**config.mk**
```make
export PLATFORM = sky130hd
export DESIGN_NAME = soft_watchdog
export DESIGN_NICKNAME = d
export VERILOG_FILES = /design/src/rtl/wdt_pkg.sv /design/src/rtl/wdt_pause.sv /design/src/rtl/wdt_countdown.sv /design/src/rtl/wdt_regfile.sv /design/src/rtl/soft_watchdog.sv
export SDC_FILE = /design/constraint.sdc
export NUM_CORES = 1
export LEC_CHECK = 0
export BUFFER_PORTS_ARGS = -buffer_cell sky130_fd_sc_hd__buf_2
export CORE_MARGIN = 1.5
export CORE_UTILIZATION = 50
export DETAILED_ROUTE_END_ITERATION = 8
export PLACE_DENSITY = 0.68
export REMOVE_ABC_BUFFERS = 1
export SYNTH_ARGS = -nofsm -noshare
export SYNTH_HDL_FRONTEND = slang
export SYNTH_SLANG_ARGS = --single-unit
export TNS_END_PERCENT = 50
```
**constraint.sdc**
```tcl
create_clock -name clk_i -period 5 [get_ports clk_i]
set_input_delay 1 -clock clk_i [delete_from_list [all_inputs] [get_ports clk_i]]
set_output_delay 1 -clock clk_i [all_outputs]
set_load 0.02 [all_outputs]
```
**src/rtl/wdt_pkg.sv**
```systemverilog
package wdt_pkg;
  localparam int unsigned DW       = 32;
  localparam int unsigned N_PAUSE  = 3;
  // word indices (byte address >> 2)
  localparam int unsigned W_CTRL   = 0;
  localparam int unsigned W_LOAD   = 1;
  localparam int unsigned W_REASON = 2;
  localparam int unsigned W_SCR0   = 3;
  // control word bit positions
  localparam int unsigned B_PAUSE  = 24;
  localparam int unsigned B_EN     = 30;
  localparam int unsigned B_TRIG   = 31;

  typedef struct packed {
    logic forced;
    logic timer;
  } cause_t;
endpackage

```
**src/rtl/wdt_pause.sv**
```systemverilog
module wdt_pause #(
  parameter int unsigned N_SRC = 3
) (
  input  logic [N_SRC-1:0] src_i,
  input  logic [N_SRC-1:0] arm_i,
  output logic             paused_o
);
  logic [N_SRC-1:0] gated;
  for (genvar g = 0; g < N_SRC; g++) begin : g_src
    assign gated[g] = src_i[g] & arm_i[g];
  end
  assign paused_o = |gated;
endmodule

```
**src/rtl/wdt_countdown.sv**
```systemverilog
module wdt_countdown #(
  parameter int unsigned CNT_W = 24
) (
  input  logic             clk_i,
  input  logic             rst_ni,
  input  logic             clear_i,
  input  logic             load_i,
  input  logic [CNT_W-1:0] load_val_i,
  input  logic             run_i,
  input  logic             tick_i,
  output logic [CNT_W-1:0] cnt_o,
  output logic             expire_o
);
  logic [CNT_W-1:0] cnt_q;

  assign expire_o = run_i && tick_i && (cnt_q <= CNT_W'(1));
  assign cnt_o    = cnt_q;

  always_ff @(posedge clk_i or negedge rst_ni) begin
    if (!rst_ni)                              cnt_q <= '0;
    else if (clear_i)                         cnt_q <= '0;
    else if (load_i)                          cnt_q <= load_val_i;
    else if (run_i && tick_i && cnt_q != '0)  cnt_q <= cnt_q - CNT_W'(1);
  end
endmodule

```
**src/rtl/wdt_regfile.sv**
```systemverilog
module wdt_regfile import wdt_pkg::*; #(
  parameter int unsigned CNT_W = 24,
  parameter int unsigned N_SCR = 8,
  parameter int unsigned AW    = 6
) (
  input  logic               clk_i,
  input  logic               rst_ni,
  input  logic               wr_en_i,
  input  logic [AW-1:0]      addr_i,
  input  logic [DW-1:0]      wdata_i,
  output logic [DW-1:0]      rdata_o,
  input  logic [CNT_W-1:0]   cnt_i,
  input  logic               fire_i,
  input  logic               expire_i,
  input  logic               warm_clr_i,
  output logic               en_o,
  output logic [N_PAUSE-1:0] arm_o,
  output cause_t             reason_o,
  output logic               load_o,
  output logic               trig_o
);
  localparam int unsigned IW = AW - 2;

  logic [IW-1:0] widx;
  logic          unused_lsb;
  logic          wr_ctrl;
  logic [DW-1:0] scr_q [N_SCR];

  assign widx       = addr_i[AW-1:2];
  assign unused_lsb = ^addr_i[1:0];
  assign wr_ctrl    = wr_en_i && (widx == IW'(W_CTRL));
  assign trig_o     = wr_ctrl && wdata_i[B_TRIG];
  assign load_o     = wr_en_i && (widx == IW'(W_LOAD));

  always_ff @(posedge clk_i or negedge rst_ni) begin
    if (!rst_ni) begin
      en_o  <= 1'b0;
      arm_o <= '0;
    end else if (wr_ctrl) begin
      en_o  <= wdata_i[B_EN] & ~fire_i;
      arm_o <= wdata_i[B_PAUSE +: N_PAUSE];
    end else if (fire_i) begin
      en_o  <= 1'b0;
    end
  end

  always_ff @(posedge clk_i or negedge rst_ni) begin
    if (!rst_ni)         reason_o <= '0;
    else if (fire_i)     reason_o <= '{forced: trig_o, timer: expire_i};
    else if (warm_clr_i) reason_o <= '0;
  end

  for (genvar k = 0; k < N_SCR; k++) begin : g_scr
    always_ff @(posedge clk_i or negedge rst_ni) begin
      if (!rst_ni) scr_q[k] <= '0;
      else if (wr_en_i && widx == IW'(W_SCR0 + k)) scr_q[k] <= wdata_i;
    end
  end

  always_comb begin
    rdata_o = '0;
    if (widx == IW'(W_CTRL)) begin
      rdata_o[CNT_W-1:0]         = cnt_i;
      rdata_o[B_PAUSE +: N_PAUSE] = arm_o;
      rdata_o[B_EN]              = en_o;
    end else if (widx == IW'(W_REASON)) begin
      rdata_o[1:0] = reason_o;
    end
    for (int k = 0; k < N_SCR; k++) begin
      if (widx == IW'(W_SCR0 + k)) rdata_o = scr_q[k];
    end
  end
endmodule

```
**src/rtl/soft_watchdog.sv**
```systemverilog
module soft_watchdog import wdt_pkg::*; #(
  parameter int unsigned CNT_W = 24,
  parameter int unsigned N_SCR = 8,
  parameter int unsigned AW    = 6
) (
  input  logic          clk_i,
  input  logic          rst_ni,
  input  logic          tick_i,
  input  logic          jtag_busy_i,
  input  logic          dbg0_i,
  input  logic          dbg1_i,
  input  logic          warm_rst0_i,
  input  logic          warm_rst1_i,
  input  logic          wr_en_i,
  input  logic [AW-1:0] addr_i,
  input  logic [31:0]   wdata_i,
  output logic [31:0]   rdata_o,
  output logic          wdog_rst_o,
  output logic [1:0]    reason_o
);
  logic               en, paused, run, load, trig, expire, fire, rst_q;
  logic [N_PAUSE-1:0] arm;
  logic [CNT_W-1:0]   cnt;
  cause_t             cause;

  assign run  = en & ~paused;
  assign fire = trig | expire;

  wdt_pause #(.N_SRC(N_PAUSE)) u_pause (
    .src_i    ({dbg1_i, dbg0_i, jtag_busy_i}),
    .arm_i    (arm),
    .paused_o (paused)
  );

  wdt_countdown #(.CNT_W(CNT_W)) u_cnt (
    .clk_i      (clk_i),
    .rst_ni     (rst_ni),
    .clear_i    (fire),
    .load_i     (load),
    .load_val_i (wdata_i[CNT_W-1:0]),
    .run_i      (run),
    .tick_i     (tick_i),
    .cnt_o      (cnt),
    .expire_o   (expire)
  );

  wdt_regfile #(.CNT_W(CNT_W), .N_SCR(N_SCR), .AW(AW)) u_regs (
    .clk_i      (clk_i),
    .rst_ni     (rst_ni),
    .wr_en_i    (wr_en_i),
    .addr_i     (addr_i),
    .wdata_i    (wdata_i),
    .rdata_o    (rdata_o),
    .cnt_i      (cnt),
    .fire_i     (fire),
    .expire_i   (expire),
    .warm_clr_i (warm_rst0_i | warm_rst1_i),
    .en_o       (en),
    .arm_o      (arm),
    .reason_o   (cause),
    .load_o     (load),
    .trig_o     (trig)
  );

  always_ff @(posedge clk_i or negedge rst_ni) begin
    if (!rst_ni) rst_q <= 1'b0;
    else         rst_q <= fire;
  end

  assign wdog_rst_o = rst_q;
  assign reason_o   = cause;
endmodule

```
# Word level (Yosys, flattened, before mapping)
# Index checks and enable logic that the tools add are counted.
# totals
ff_bits,287
elab_cells,74
# classes
add_sub_neg,1
magnitude_cmp,1
eq_ne,10
muxes,19
n_bitwise,9
n_reduce_logical,20
# op_table
op,count
two-way mux 32 bit,8
two-way mux 24 bit,3
two-way mux 25 bit,1
"less-or-equal comparator 24 x 1 -> 1 bit, second input constant",1
nonzero test 24 bit,1
"subtractor 24 x 1 -> 24 bit, second input constant",1
"equality test 4 x 3 -> 1 bit, second input constant",4
logical AND 1 bit,14
"equality test 4 bit, second input constant",3
"equality test 4 x 2 -> 1 bit, second input constant",2
two-way mux 2 bit,4
bitwise AND 1 bit,5
"equality test 4 x 1 -> 1 bit, second input constant",1
logical NOT 4 bit,1
nonzero test 2 bit,2
two-way mux 1 bit,3
nonzero test 3 bit,1
OR reduction 3 bit,1
NOT 1 bit,2
OR 1 bit,2

# Logic depth before layout (Yosys ltp)
# logic_depth
depth_word,11
ltp_mapped,9
ltp_nobuf,7

# Cells and area by module
# Synthesis repeated with hierarchy kept, for this count alone.
# unflattened
cells_unflattened,1195
area_unflattened_um2,14393.8
# by_module_without_submodules
module,instances,cells_each,area_per_inst_um2
wdt_regfile,1,999,12659.6
wdt_countdown,1,190,1676.6
soft_watchdog,1,4,43.8
wdt_pause,1,2,13.8

# Least setup slack after synthesis
# No wires, ideal clock.
# synth_path
kind,input to output
start,in addr_i[2]
end,out rdata_o[15]
t_arrival_ns,2.711
t_required_ns,4.000
slack_ns,1.289
path_stages,8
path_buffers,3
cell_sequence,buf_2 -> nor2b_1 -> and2_1 -> clkbuf_1 -> buf_1 -> a21oi_1 -> a211o_1 -> nand3_1
# synth_via
elab_chain_cells,10
# synth_lines
item,line_no,rtl
start: declaration,soft_watchdog.sv:15,"input logic [AW-1:0] addr_i,"
logical NOT 4 bit,wdt_regfile.sv:62,if (widx == IW'(W_CTRL)) begin
two-way mux 25 bit,wdt_regfile.sv:62,
two-way mux 32 bit (7 in series),wdt_regfile.sv:70,if (widx == IW'(W_SCR0 + k)) rdata_o = scr_q[k];
two-way mux 32 bit *,wdt_regfile.sv:70,
end: declaration,soft_watchdog.sv:17,"output logic [31:0] rdata_o,"
# Every way passes the cells marked *; elsewhere a longest branch is shown, timed or not.

# Worst setup path in the final report
# layout_path
start,in addr_i[3]
end,out rdata_o[17]
# The elaborated chain is that of the path after synthesis.

==> impl_metrics.json <==
{
  "status": "finished clean",
  "synthCells": 1161,
  "cts-resized-gates": 0,
  "final.setup.worst_slack_ns": 0.681,
  "p_int_mw": 4.74,
  "cts.sinks": 287,
  "antenna_found_initial": 0,
  "cp_cell_sequence": "buf_2 -> nand2_1 -> nor2_1 -> buf_4 -> nand2_1 -> a221oi_1 -> o21ai_0 -> a21oi_1 -> buf_2",
  "place_ws_ns": 0.770,
  "die_w_um": 169,
  "numCtsBuffers": 31,
  "dp_cells": 1543,
  "rsz0062_at_grt": "false",
  "synth_cell_type_count": 58,
  "clockBufferDepth": 3,
  "nets": 1285,
  "io_pins": 82,
  "p_sw_mw": 1.85,
  "drt_iter0_drc": 792,
  "period_share": 0.864,
  "ir_drop_mv": 0.259,
  "crit_fanout": 21,
  "power_frac_comb": 0.179,
  "async_reset_ff_frac": 1.00,
  "p_total_mw": 6.59,
  "period_needed_ns": 4.32,
  "whs_ns": 0.476,
  "synth-edff-count": 0,
  "worst_slew_pin_slew_ns": 1.18,
  "grt_pass1_wl_mm": 58.3,
  "synth_warnings": 0,
  "critPathArrivalTime_ns": 3.32,
  "drt-vias-per-instance": 6.26,
  "cp.required_ns": 4.00,
  "cap_violations": 0,
  "clk_pin_slew_ns": 0.06,
  "hold_viol_final": 0,
  "clk_latency_ns": 0.57,
  "grt_max_degree": 120,
  "die_area_um2": 28400,
  "start_util": 0.508,
  "critPathMaxStageDelay_ns": 0.50,
  "start_kind": "input port",
  "power_density_nw_per_um2": 424,
  "area_growth_pct": 13.6,
  "setup_viol": 0,
  "ys_ff_latch": 287,
  "grt_pass1_vias": 10190,
  "hp-class": "in -> async",
  "switching_share": 0.281,
  "drt-total-wl_mm": 37.1,
  "place.port_buffers": 79,
  "cts_tree": "done",
  "utilization": 0.578,
  "ctsHoldBuffers": 0,
  "row_count": 60,
  "slew_violations": 0,
  "grt_usage": 0.266,
  "ys_top_cells_by_area": "dfrtp_1, mux2_2, nand2_1, a21oi_1, a22oi_1",
  "drcViolationCount": 0,
  "finClkSkew_ns": 0.0187,
  "num_antenna_cells": 0,
  "ys.flop_type": "dfrtp_1",
  "place_hpwl_mm": 23.0,
  "drive_above_1_share": 0.364,
  "routedWlPerCell_um": 23.2,
  "finalWeightedCongestion": 0.933,
  "synth.cell_area_um2": 13700,
  "fp.dieH_um": 169,
  "cts-htree-levels": 1,
  "final_area_um2": 15600,
  "max_freq_ghz": 0.232,
  "post-cts-setup-buffers": 0,
  "pwr-share-seq": 0.491,
  "ant_nets": 0,
  "stdcell_count": 1599,
  "slowest_stage": "buf_2",
  "drtPass1Iterations": 9,
  "place_area_um2": 14600,
  "ys_seq_area_frac": 0.524,
  "core_area_um2": 27000,
  "slew-limit-headroom": 0.210,
  "grt_overflow": 0,
  "yosysTopAreaCellShare": 0.524,
  "clock_power_share": 0.331,
  "leakage_nw": 6.87,
  "synth.largest_area_cell": "dfrtp_1",
  "setup_tns_ns": 0,
  "end_kind": "primary output",
  "clockRootBuffer": "clkbuf_16",
  "synth.avg_cell_area_um2": 11.8,
  "r2r_cells": 6,
  "via_count": 10008,
  "crit_type": "in -> out"
}
-- cell families (layout without fill, tap and decap cells) --
logic type	Yosys count	in the layout	share of synthesized area
compound gates	261	261	0.132
xor+xnor	18	18	0.0115
fa+ha+maj	3	3	0.00274
buf+inv	85	182	0.0248
flops	287	287	0.524
mux	275	275	0.225
simple gates	232	232	0.0797
-- state kept, by name, indices dropped and copies added, names as in the netlist --
| signal | count |
|---|---|
| u_regs.scr_q | 256 |
| u_cnt.cnt_o | 24 |
| u_regs.arm_o | 3 |
| u_regs.reason_o | 2 |
| u_regs.en_o | 1 |
| wdog_rst_o | 1 |
-- cell usage after synthesis (3+ instances only) --
cell type and count:
buf_1 25, a221oi_1 5, a221o_1 18, or4_1 4, nand4_1 5, a31oi_1 9, or3_1 3, nand3_1 26
clkbuf_1 52, a211oi_1 20, a21oi_1 57, nor3_1 15, o211ai_1 3, nand2_1 79, a22oi_1 36, mux2_2 264
nand2b_1 4, a22o_1 6, nor2b_1 6, xnor2_1 14, nor4_1 10, mux2i_1 11, xor2_1 4, o221ai_1 4
o21ai_0 43, a211o_1 13, ha_1 3, a222oi_1 6, nor3b_1 4, and3_1 7, a21o_1 17, inv_1 4
o22ai_1 8, a41oi_1 3, nor2_1 58, dfrtp_1 287
-- power groups by stage --
| stage | clock (mW) | combinational, mW | sequential, mW |
|---|---|---|---|
| after detailed placement | 0 | 1.18 | 3.26 |
| after floorplan | 0 | 0.856 | 3.15 |
| after global routing | 2.31 | 1.30 | 3.30 |
| final | 2.18 | 1.18 | 3.24 |
| after CTS | 2.22 | 1.18 | 3.23 |
| after global placement | 0 | 1.14 | 3.23 |
-- critical path, delay by kind of cell --
family	cells	cell delay, ns
buffers and inverters	3	0.95
AND/OR/NAND/NOR	3	0.56
AO/OA/AOI/OAI	3	0.79
-- area by class of cell --
| type | instances | area, µm² |
|---|---|---|
| fill | 2285 | 11400 |
| sequential | 287 | 7180 |
| multi-input combinational | 789 | 6240 |
| tap | 341 | 427 |
| clock inverter | 14 | 82.6 |
| inverter | 4 | 15.0 |
| timing repair buffer | 122 | 741 |
| clock buffer | 42 | 887 |
-- per-layer routing --
metal  track usage  wire length (µm)  vias up
li1              -                 -     4470
met1         0.368             16500     5181
met2         0.442             17900      282
met3        0.0369              1760       75
met4        0.0726               911        0
met5             0                 0        -
-- path summary, 6_finish.rpt --
check	slack (ns)	from	endpoint
setup / recovery	0.68	addr_i[3]	rdata_o[17]
hold / removal	0.48	rst_ni	u_regs.scr_q[157]
max in group asynchronous	3.42	rst_ni	u_cnt.cnt_o[14]
min in group clk_i	0.50	u_regs.scr_q[183]	u_regs.scr_q[183]
setup reg to reg	2.22	u_cnt.cnt_o[10]	u_cnt.cnt_o[3]
hold reg to reg	0.50	u_regs.scr_q[183]	u_regs.scr_q[183]
-- placed cells by master (no fill, tap or decap), types with 9 or more instances in the layout --
| cell | netlist | layout |
|---|---|---|
| a211o_1 | 13 | 13 |
| a211oi_1 | 20 | 20 |
| a21o_1 | 17 | 17 |
| a21oi_1 | 57 | 57 |
| a221o_1 | 18 | 18 |
| a22oi_1 | 36 | 36 |
| a31oi_1 | 9 | 9 |
| buf_2 | 2 | 78 |
| buf_4 | 0 | 42 |
| clkbuf_16 | 0 | 31 |
| clkinv_2 | 0 | 10 |
| dfrtp_1 | 287 | 287 |
| mux2_2 | 264 | 264 |
| mux2i_1 | 11 | 11 |
| nand2_1 | 79 | 73 |
| nand3_1 | 26 | 25 |
| nor2_1 | 58 | 55 |
| nor3_1 | 15 | 13 |
| nor4_1 | 10 | 10 |
| o21ai_0 | 43 | 43 |
| xnor2_1 | 14 | 14 |
Power figures use the tool's default switching activity.
